==> config.mk <==
export PLATFORM = sky130hd
export DESIGN_NAME = gpio_chg_ctrl
export DESIGN_NICKNAME = d
export VERILOG_FILES = /design/src/rtl/gpio_chg_pkg.sv /design/src/rtl/gpio_bus_decode.sv /design/src/rtl/gpio_pin_sync.sv /design/src/rtl/gpio_chg_latch.sv /design/src/rtl/gpio_chg_ctrl.sv
export SDC_FILE = /design/constraint.sdc
export NUM_CORES = 1
export LEC_CHECK = 0
export BUFFER_PORTS_ARGS = -buffer_cell sky130_fd_sc_hd__buf_2
export CORE_MARGIN = 2
export CORE_UTILIZATION = 50
export DETAILED_ROUTE_END_ITERATION = 12
export PLACE_DENSITY = 0.85
export SYNTH_ARGS = -nofsm -noshare
export SYNTH_HDL_FRONTEND = slang
export SYNTH_SLANG_ARGS = --single-unit
==> constraint.sdc <==
create_clock -name clk -period 2.5 [get_ports clk]
set_input_delay 0.75 -clock clk [delete_from_list [all_inputs] [get_ports clk]]
set_output_delay 0.75 -clock clk [all_outputs]
set_load 0.02 [all_outputs]
==> src/rtl/gpio_chg_pkg.sv <==
// Shared constants and types for the GPIO change-interrupt controller.
// Assumes a 32-bit bus and word-aligned register offsets.
package gpio_chg_pkg;
    localparam int BUS_W   = 32;
    localparam int IDX_LSB = 2;   // byte address to word index
    localparam int IDX_W   = 3;
    localparam int NREG    = 6;

    typedef enum logic [IDX_W-1:0] {
        SEL_DIR  = 3'd0,
        SEL_DATA = 3'd1,
        SEL_IEN  = 3'd2,
        SEL_CHG  = 3'd3,
        SEL_WMSK = 3'd4,
        SEL_TYPE = 3'd5
    } reg_sel_e;
endpackage

==> src/rtl/gpio_bus_decode.sv <==
// Turns the bus address into a register select and write strobes.
// Assumes ADDR_W >= 5; address bits above the word index must be zero to hit.
module gpio_bus_decode
    import gpio_chg_pkg::*;
#(
    parameter int ADDR_W = 5
) (
    input  logic [ADDR_W-1:0] addr,
    input  logic              we,
    output reg_sel_e          sel,
    output logic              hit,
    output logic [NREG-1:0]   wr_stb
);
    localparam int TOP_IDX = IDX_LSB + IDX_W;

    logic upper_zero;
    logic [IDX_W-1:0] idx;

    // Check that the address bits above the word index are clear.
    generate
        if (ADDR_W > TOP_IDX) begin : g_upper
            assign upper_zero = (addr[ADDR_W-1:TOP_IDX] == '0);
        end else begin : g_noupper
            assign upper_zero = 1'b1;
        end
    endgenerate

    assign idx = addr[TOP_IDX-1:IDX_LSB];

    // Decode the word index into a select and one write strobe per register.
    always_comb begin
        sel    = reg_sel_e'(idx);
        hit    = upper_zero && (int'(idx) < NREG);
        wr_stb = '0;
        if (hit && we) begin
            wr_stb[idx] = 1'b1;
        end
    end
endmodule

==> src/rtl/gpio_pin_sync.sv <==
// Two-flop synchroniser per pin plus a stage that holds the previous level.
// A change pulse is high for one cycle after the synchronised level moves.
// Assumes pins are steady during reset (all stages reset to zero).
module gpio_pin_sync #(
    parameter int NPINS = 32
) (
    input  logic             clk,
    input  logic             rst_n,
    input  logic [NPINS-1:0] pin_in,
    output logic [NPINS-1:0] level,
    output logic [NPINS-1:0] chg_pulse
);
    logic [NPINS-1:0] meta_q, sync_q, prev_q;

    // Shift the pin levels through the synchroniser and the history stage.
    always_ff @(posedge clk) begin
        if (!rst_n) begin
            meta_q <= '0;
            sync_q <= '0;
            prev_q <= '0;
        end else begin
            meta_q <= pin_in;
            sync_q <= meta_q;
            prev_q <= sync_q;
        end
    end

    assign level     = sync_q;
    assign chg_pulse = sync_q ^ prev_q;
endmodule

==> src/rtl/gpio_chg_latch.sv <==
// Sticky per-pin change bits. A bit is set by a change pulse and cleared
// by a write of one. A pulse in the same cycle beats the clear.
module gpio_chg_latch #(
    parameter int NPINS = 32
) (
    input  logic             clk,
    input  logic             rst_n,
    input  logic [NPINS-1:0] chg_pulse,
    input  logic             clr_we,
    input  logic [NPINS-1:0] clr_bits,
    output logic [NPINS-1:0] chg_q
);
    logic [NPINS-1:0] clr_eff;

    assign clr_eff = clr_we ? clr_bits : '0;

    // Update the change bits, with setting taking priority over clearing.
    always_ff @(posedge clk) begin
        if (!rst_n) begin
            chg_q <= '0;
        end else begin
            chg_q <= (chg_q & ~clr_eff) | chg_pulse;
        end
    end

    AST_PULSE_SETS_BIT: assert property (@(posedge clk) disable iff (!rst_n)
        (chg_pulse != '0) |=> ((chg_q & $past(chg_pulse)) == $past(chg_pulse)));
    AST_CLEAR_DROPS_BIT: assert property (@(posedge clk) disable iff (!rst_n)
        ((clr_eff & ~chg_pulse) != '0) |=> ((chg_q & $past(clr_eff & ~chg_pulse)) == '0));
    AST_NO_SPURIOUS_SET: assert property (@(posedge clk) disable iff (!rst_n)
        1'b1 |=> ((chg_q & ~$past(chg_q) & ~$past(chg_pulse)) == '0));
    AST_EDGE_BEATS_CLEAR: assert property (@(posedge clk) disable iff (!rst_n)
        ((clr_eff & chg_pulse) != '0) |=> ((chg_q & $past(clr_eff & chg_pulse)) != '0));
endmodule

==> src/rtl/gpio_chg_ctrl.sv <==
// GPIO controller top: register file, masked data writes, read mux and
// the combined change interrupt. Assumes NPINS is between 1 and 32 and
// that bus writes last one cycle.
module gpio_chg_ctrl
    import gpio_chg_pkg::*;
#(
    parameter int NPINS  = 32,
    parameter int ADDR_W = 5
) (
    input  logic              clk,
    input  logic              rst_n,
    input  logic [ADDR_W-1:0] bus_addr,
    input  logic              bus_we,
    input  logic [31:0]       bus_wdata,
    output logic [31:0]       bus_rdata,
    input  logic [NPINS-1:0]  pin_in,
    output logic [NPINS-1:0]  pin_out,
    output logic [NPINS-1:0]  pin_oe,
    output logic              irq
);
    localparam logic [NPINS-1:0] TYPE_BOTH = '1;

    reg_sel_e         sel;
    logic             hit;
    logic [NREG-1:0]  wr_stb;
    logic [NPINS-1:0] wd_n;
    logic [NPINS-1:0] dir_q, dout_q, ien_q, wmsk_q;
    logic [NPINS-1:0] level, chg_pulse, chg_q;
    logic [NPINS-1:0] rd_n;

    assign wd_n = bus_wdata[NPINS-1:0];

    gpio_bus_decode #(.ADDR_W(ADDR_W)) u_dec (
        .addr   (bus_addr),
        .we     (bus_we),
        .sel    (sel),
        .hit    (hit),
        .wr_stb (wr_stb)
    );

    gpio_pin_sync #(.NPINS(NPINS)) u_sync (
        .clk       (clk),
        .rst_n     (rst_n),
        .pin_in    (pin_in),
        .level     (level),
        .chg_pulse (chg_pulse)
    );

    gpio_chg_latch #(.NPINS(NPINS)) u_chg (
        .clk       (clk),
        .rst_n     (rst_n),
        .chg_pulse (chg_pulse),
        .clr_we    (wr_stb[SEL_CHG]),
        .clr_bits  (wd_n),
        .chg_q     (chg_q)
    );

    // Hold the direction, enable and write-mask registers.
    always_ff @(posedge clk) begin
        if (!rst_n) begin
            dir_q  <= '0;
            ien_q  <= '0;
            wmsk_q <= '1;
        end else begin
            if (wr_stb[SEL_DIR])  dir_q  <= wd_n;
            if (wr_stb[SEL_IEN])  ien_q  <= wd_n;
            if (wr_stb[SEL_WMSK]) wmsk_q <= wd_n;
        end
    end

    // Update the output data register only where the write mask allows it.
    always_ff @(posedge clk) begin
        if (!rst_n) begin
            dout_q <= '0;
        end else if (wr_stb[SEL_DATA]) begin
            dout_q <= (dout_q & ~wmsk_q) | (wd_n & wmsk_q);
        end
    end

    // Select the read word; the data offset returns the synchronised pins.
    always_comb begin
        rd_n = '0;
        if (hit) begin
            unique case (sel)
                SEL_DIR:  rd_n = dir_q;
                SEL_DATA: rd_n = level;
                SEL_IEN:  rd_n = ien_q;
                SEL_CHG:  rd_n = chg_q;
                SEL_WMSK: rd_n = wmsk_q;
                SEL_TYPE: rd_n = TYPE_BOTH;
                default:  rd_n = '0;
            endcase
        end
    end

    assign bus_rdata = 32'(rd_n);
    assign pin_out   = dout_q;
    assign pin_oe    = dir_q;
    assign irq       = |(chg_q & ien_q);

    AST_ONE_WRITE_STROBE: assert property (@(posedge clk) disable iff (!rst_n)
        $onehot0(wr_stb));
    AST_MASKED_DATA_WRITE: assert property (@(posedge clk) disable iff (!rst_n)
        wr_stb[SEL_DATA] |=> (((pin_out ^ $past(pin_out)) & ~$past(wmsk_q)) == '0));
    AST_OUT_STABLE_NO_WRITE: assert property (@(posedge clk) disable iff (!rst_n)
        !wr_stb[SEL_DATA] |=> $stable(pin_out));
    AST_IRQ_FOLLOWS_ENABLE: assert property (@(posedge clk) disable iff (!rst_n)
        (ien_q == '0) |-> !irq);

    generate
        if (NPINS < 32) begin : g_upper_chk
            AST_UPPER_BITS_ZERO: assert property (@(posedge clk) disable iff (!rst_n)
                bus_rdata[31:NPINS] == '0);
        end
    endgenerate
endmodule

# [Word level (Yosys, flattened, before mapping)]
# Cells that the tools add are included.
[word_totals] output_inout_bits=97 elab_cells=35 ff_bits=256 in_bits=72
[op_classes] magnitude_cmp=3 eq_ne=5 bitwise=9 n_reduce_logical=4 mux=6
[ops] cell="$pmux 32 s6" n=1
[ops] cell="$and 32x32->32" n=4
[ops] cell="$mux 32" n=2
[ops] cell="$not 32->32" n=2
[ops] cell="$or 32x32->32" n=2
[ops] cell="$reduce_or 32->1" n=1
[ops] cell="$xor 32x32->32" n=1
[ops] cell="$eq 3x2->1 const B" n=2
[ops] cell="$eq 3x3->1 const B" n=2
[ops] cell="$mux 5" n=1
[ops] cell="$lt 3x4->1 const B" n=1
[ops] cell="$demux 1 s3" n=1
[ops] cell="$eq 3x1->1 const B" n=1
[ops] cell="$ge 3x1->1 const B" n=1
[ops] cell="$logic_not 3->1" n=1
[ops] cell="$lt 3x3->1 const B" n=1
[ops] cell="$logic_and 1x1->1" n=2
[ops] cell="$mux 1" n=1

# [Longest topological paths before layout]
[logic_depth] depth_word=9 ltp_mapped=7 ltp_nobuf=3

# [By module]
# A second synthesis with hierarchy kept.
[unflattened] cells_unflattened=1105 hier_area_um2=10782.8
[by_module_without_submodules] mod="gpio_chg_ctrl" cells_each=727 n_inst=1 area_per_inst_um2=6646.4 seq_area_each_um2=2562.5
[by_module_without_submodules] mod="gpio_pin_sync" cells_each=234 n_inst=1 area_per_inst_um2=2884.0 seq_area_each_um2=1921.8
[by_module_without_submodules] mod="gpio_chg_latch" cells_each=134 n_inst=1 area_per_inst_um2=1151.1 seq_area_each_um2=640.6
[by_module_without_submodules] mod="gpio_bus_decode" cells_each=10 n_inst=1 area_per_inst_um2=101.3 seq_area_each_um2=0.0

# [Worst setup path before layout]
# OpenSTA, ideal clock, no wires.
[synth_timing] path_kind="input to output" from="input bus_addr[2]" to="output bus_rdata[15]" setup_slack_ns=-0.164 cell_stages=5 t_required_ns=1.750 path_buffers=3 arrival_ns=1.914 cell_sequence="buf_2 buf_6 buf_2 mux4_2 mux2_2"
[synth_via] elab_chain_cells=3 word_cells_on_any_way=9 cone_classes="order compare: 1; eq/ne: 5; mux: 2; reduce/logical: 1"
[synth_rtl] element="start, declared" line="gpio_chg_ctrl.sv:12" rtl="input logic [ADDR_W-1:0] bus_addr,"
[synth_rtl] element="$eq 3x3->1, or another cell as far along" line="gpio_chg_ctrl.sv:84" rtl="unique case (sel)"
[synth_rtl] element="$pmux 32 s6" line="gpio_chg_ctrl.sv:84"
[synth_rtl] element="$mux 32 (*)" line="gpio_chg_ctrl.sv:83" rtl="if (hit) begin"
[synth_rtl] element="end, declared" line="gpio_chg_ctrl.sv:15" rtl="output logic [31:0] bus_rdata,"
# Mark *: on every way between the ends. The rest lies on a longest branch, timed or not.

# [Worst setup path in the final report]
[layout_timing] from="input bus_addr[3]" to="output bus_rdata[2]"
# Same word-level chain as after synthesis.

==> flow_summary.toml <==
[die]
start_util_pct = 50.9
die_width_um = 147
row_count = 52
core-area_um2 = 20200
dieArea_um2 = 21700
io_pins = 169
die_h_um = 147

[synthesis]
ys_ff_latch = 256
yosysWarningCount = 0
syn_inst = 1070
avgSynthCellArea_um2 = 9.60
synth_area_um2 = 10300
synthDistinctLibCells = 29
yosysSeqAreaShare_pct = 49.9
synth_nets = 1142

[power]
peakVddDrop_uv = 533
p_leak_nw = 5.74
power_density_nw_per_um2 = 713

[setup_path]
cpPeakStageDelay_ns = 0.51
end_kind = "output pin"
crit_path_top_delay_cell = "mux4_2"
regToRegSetupSlack_ns = 1.63
worst-setup-path-type = "in -> out"
r2r_cells = 3
crit_path_max_fanout = 7
reg2reg_from = "wmsk_q[18]"
critPathLaunchType = "primary input"
critPathArrivalTime_ns = 1.96
crit_chain = "buf_16, buf_12, mux4_2, mux2_4, buf_6"
worstPathRequired_ns = 1.75

[sta]
worst_pin_slew_ns = 0.555
hold_violations = 0
fin_ws_ns = -0.210
fin_hold_ws_ns = 0.430
rsz0062_at_grt = "yes"
slew_viol_final = 0
max_freq_ghz = 0.369
finalClockSkew_ns = 0.00597
fin_crit_sh_pct = 108
setup_viol = 33
slew_headroom_pct = 63.0
layout_min_cycle_time_ns = 2.71

[cts]
cts-hold-fix-buffers = 0
htreeDepth = 1
root_buffer = "clkbuf_16"
clk_pin_slew_worst_paths_ns = 0.06
cts_buffers = 26
clock_latency_ns = 0.52
clock_sinks = 256
ctsLongestPathBuffers = 3
cts_tree = "built"

[worst_hold_path]
hp-class = "reg -> reg"
min_from = "u_sync.meta_q[13]"
holdPathStages = 1
min_to = "u_sync.level[13]"

[detailed_routing]
avgRoutedWirePerCell_um = 18.9
ant_nets = 0
viasPerCell = 5.62
drc = 0
drt_iter0_drc = 867
firstDrtPassIters = 5
vias = 8644
routed_wl_mm = 29.1

[finish]
instances_no_fill = 1538
drive_gt1_share_pct = 28.0
final_cell_mix = "253 x dfxtp_1, 160 x nand2_1, 130 x buf_2"
layout_commonest_cell = "dfxtp_1"
n_fill_cell = 1528
area_growth_pct = 28.2
nNetsFinal = 1320

[global_route]
grt_usage_pct = 26.1
antenna_found_initial = 2
grt-ovfl-total = 0
grt_pass1_vias = 8488
grt_pass1_wl_mm = 45.2
grt_start_max_net_pins = 77

[run]
cap_violations = 0

[place]
hpwl_mm = 18.6
dp_slack_ns = -0.471
gp_congestion = 0.795
placedCellCount = 1465
io_buffers = 166

[status]
violations = "negative setup slack"
status = "finished with violations"
## Yosys cell counts
cell / number / share of area [%]
and4b_1: 1 / 0.097
mux2_2: 32 / 3.5
clkbuf_1: 40 / 1.5
buf_8: 1 / 0.15
nand4_1: 4 / 0.24
dfxtp_1: 256 / 50
o21ai_1: 11 / 0.54
buf_2: 18 / 0.88
nand4bb_1: 2 / 0.22
o21ai_0: 21 / 1.0
nand2_1: 160 / 5.8
and2_1: 96 / 5.8
mux4_2: 32 / 7.0
or4b_1: 1 / 0.097
buf_4: 11 / 0.80
a21oi_1: 96 / 4.7
inv_1: 32 / 1.2
or4_1: 1 / 0.073
nor4bb_1: 3 / 0.29
o211ai_1: 32 / 2.3
buf_6: 10 / 1.1
nand3_1: 32 / 1.6
a21boi_0: 32 / 2.3
xor2_1: 32 / 2.7
a22oi_1: 16 / 1.2
clkinv_1: 1 / 0.037
nor4b_4: 1 / 0.23
nor2_1: 64 / 2.3
o21a_1: 32 / 2.3
## cell type report
cell class | instances | area, um^2 | area share [%]
clock inverter | 11 | 134 | 1.02
clock buffer | 35 | 766 | 5.81
sequential | 256 | 5130 | 38.9
tap | 270 | 338 | 2.56
inverter | 33 | 124 | 0.940
multi-input combinational | 701 | 4780 | 36.3
timing repair buffer | 230 | 1890 | 14.4
antenna | 2 | 5.00 | 0.0380
## how the worst max path moves through the flow
stage                                from            end  slack [ns]  depth (start not counted)
after floorplan               bus_addr[3]   bus_rdata[0]       -0.05                          4
after CTS                       ien_q[26]            irq       -0.24                          4
final                         bus_addr[3]   bus_rdata[2]       -0.21                          5
after detailed placement      bus_addr[2]  bus_rdata[10]       -0.47                          5
after global placement        bus_addr[2]  bus_rdata[10]       -0.46                          5
after global routing      u_chg.chg_q[26]            irq       -0.26                          4
## metrics by stage
step | TNS (ns) | cell area, um^2 | total power, mW | utilization [%]
after floorplan | -1.17 | 10400 | 4.96 | -
after global placement | -13.83 | 11600 | 5.25 | 57.5
after detailed placement | -16.31 | 11600 | 5.28 | 57.5
after CTS | -5.05 | 13100 | 9.41 | 64.9
after global routing | -5.78 | 13200 | 9.68 | 65.3
final | -5.06 | 13200 | 9.39 | 65.3
## critical path, delay by kind of cell
family / cells / cell delay [ns]
multiplexers: 2 / 0.80
buffers and inverters: 3 / 0.40
## repair_timing
item / in CTS / in global routing
setup endpoints to repair: 33 / 33
cloned: 7 / 0
pin swaps: 5 / 3
gates resized for setup: 88 / 14
endpoints found under the hold margin: 0 / 0
setup buffers: 15 / 3
## routing by layer
metal  up-vias  share of wire (%)  global-route usage (%)
met1      4171                 40                    32.8
met2       413                 49                    45.6
met3        67                7.6                    4.88
met4         0                2.6                    8.32
met5         -                  0                       0
li1       3993                  -                       -
## report_power, final
part	internal [mW]	leakage (nW)	total, mW	switching [mW]
clock	2.45	0.453	4.04	1.59
sequential	4.23	2.09	4.35	0.117
combinational	0.507	3.20	1.00	0.498
total	7.19	5.74	9.39	2.21
## cell families (layout without fill, tap and decap cells)
logic type | Yosys count | count (layout) | synth area share (%)
compound gates | 240 | 240 | 14.4
xor+xnor | 32 | 32 | 2.73
buf+inv | 113 | 309 | 5.59
flops | 256 | 256 | 49.9
mux | 64 | 64 | 10.5
other cells | 0 | 2 | 0
simple gates | 365 | 365 | 16.8
Note: power is estimated with default switching activity, not from simulation.
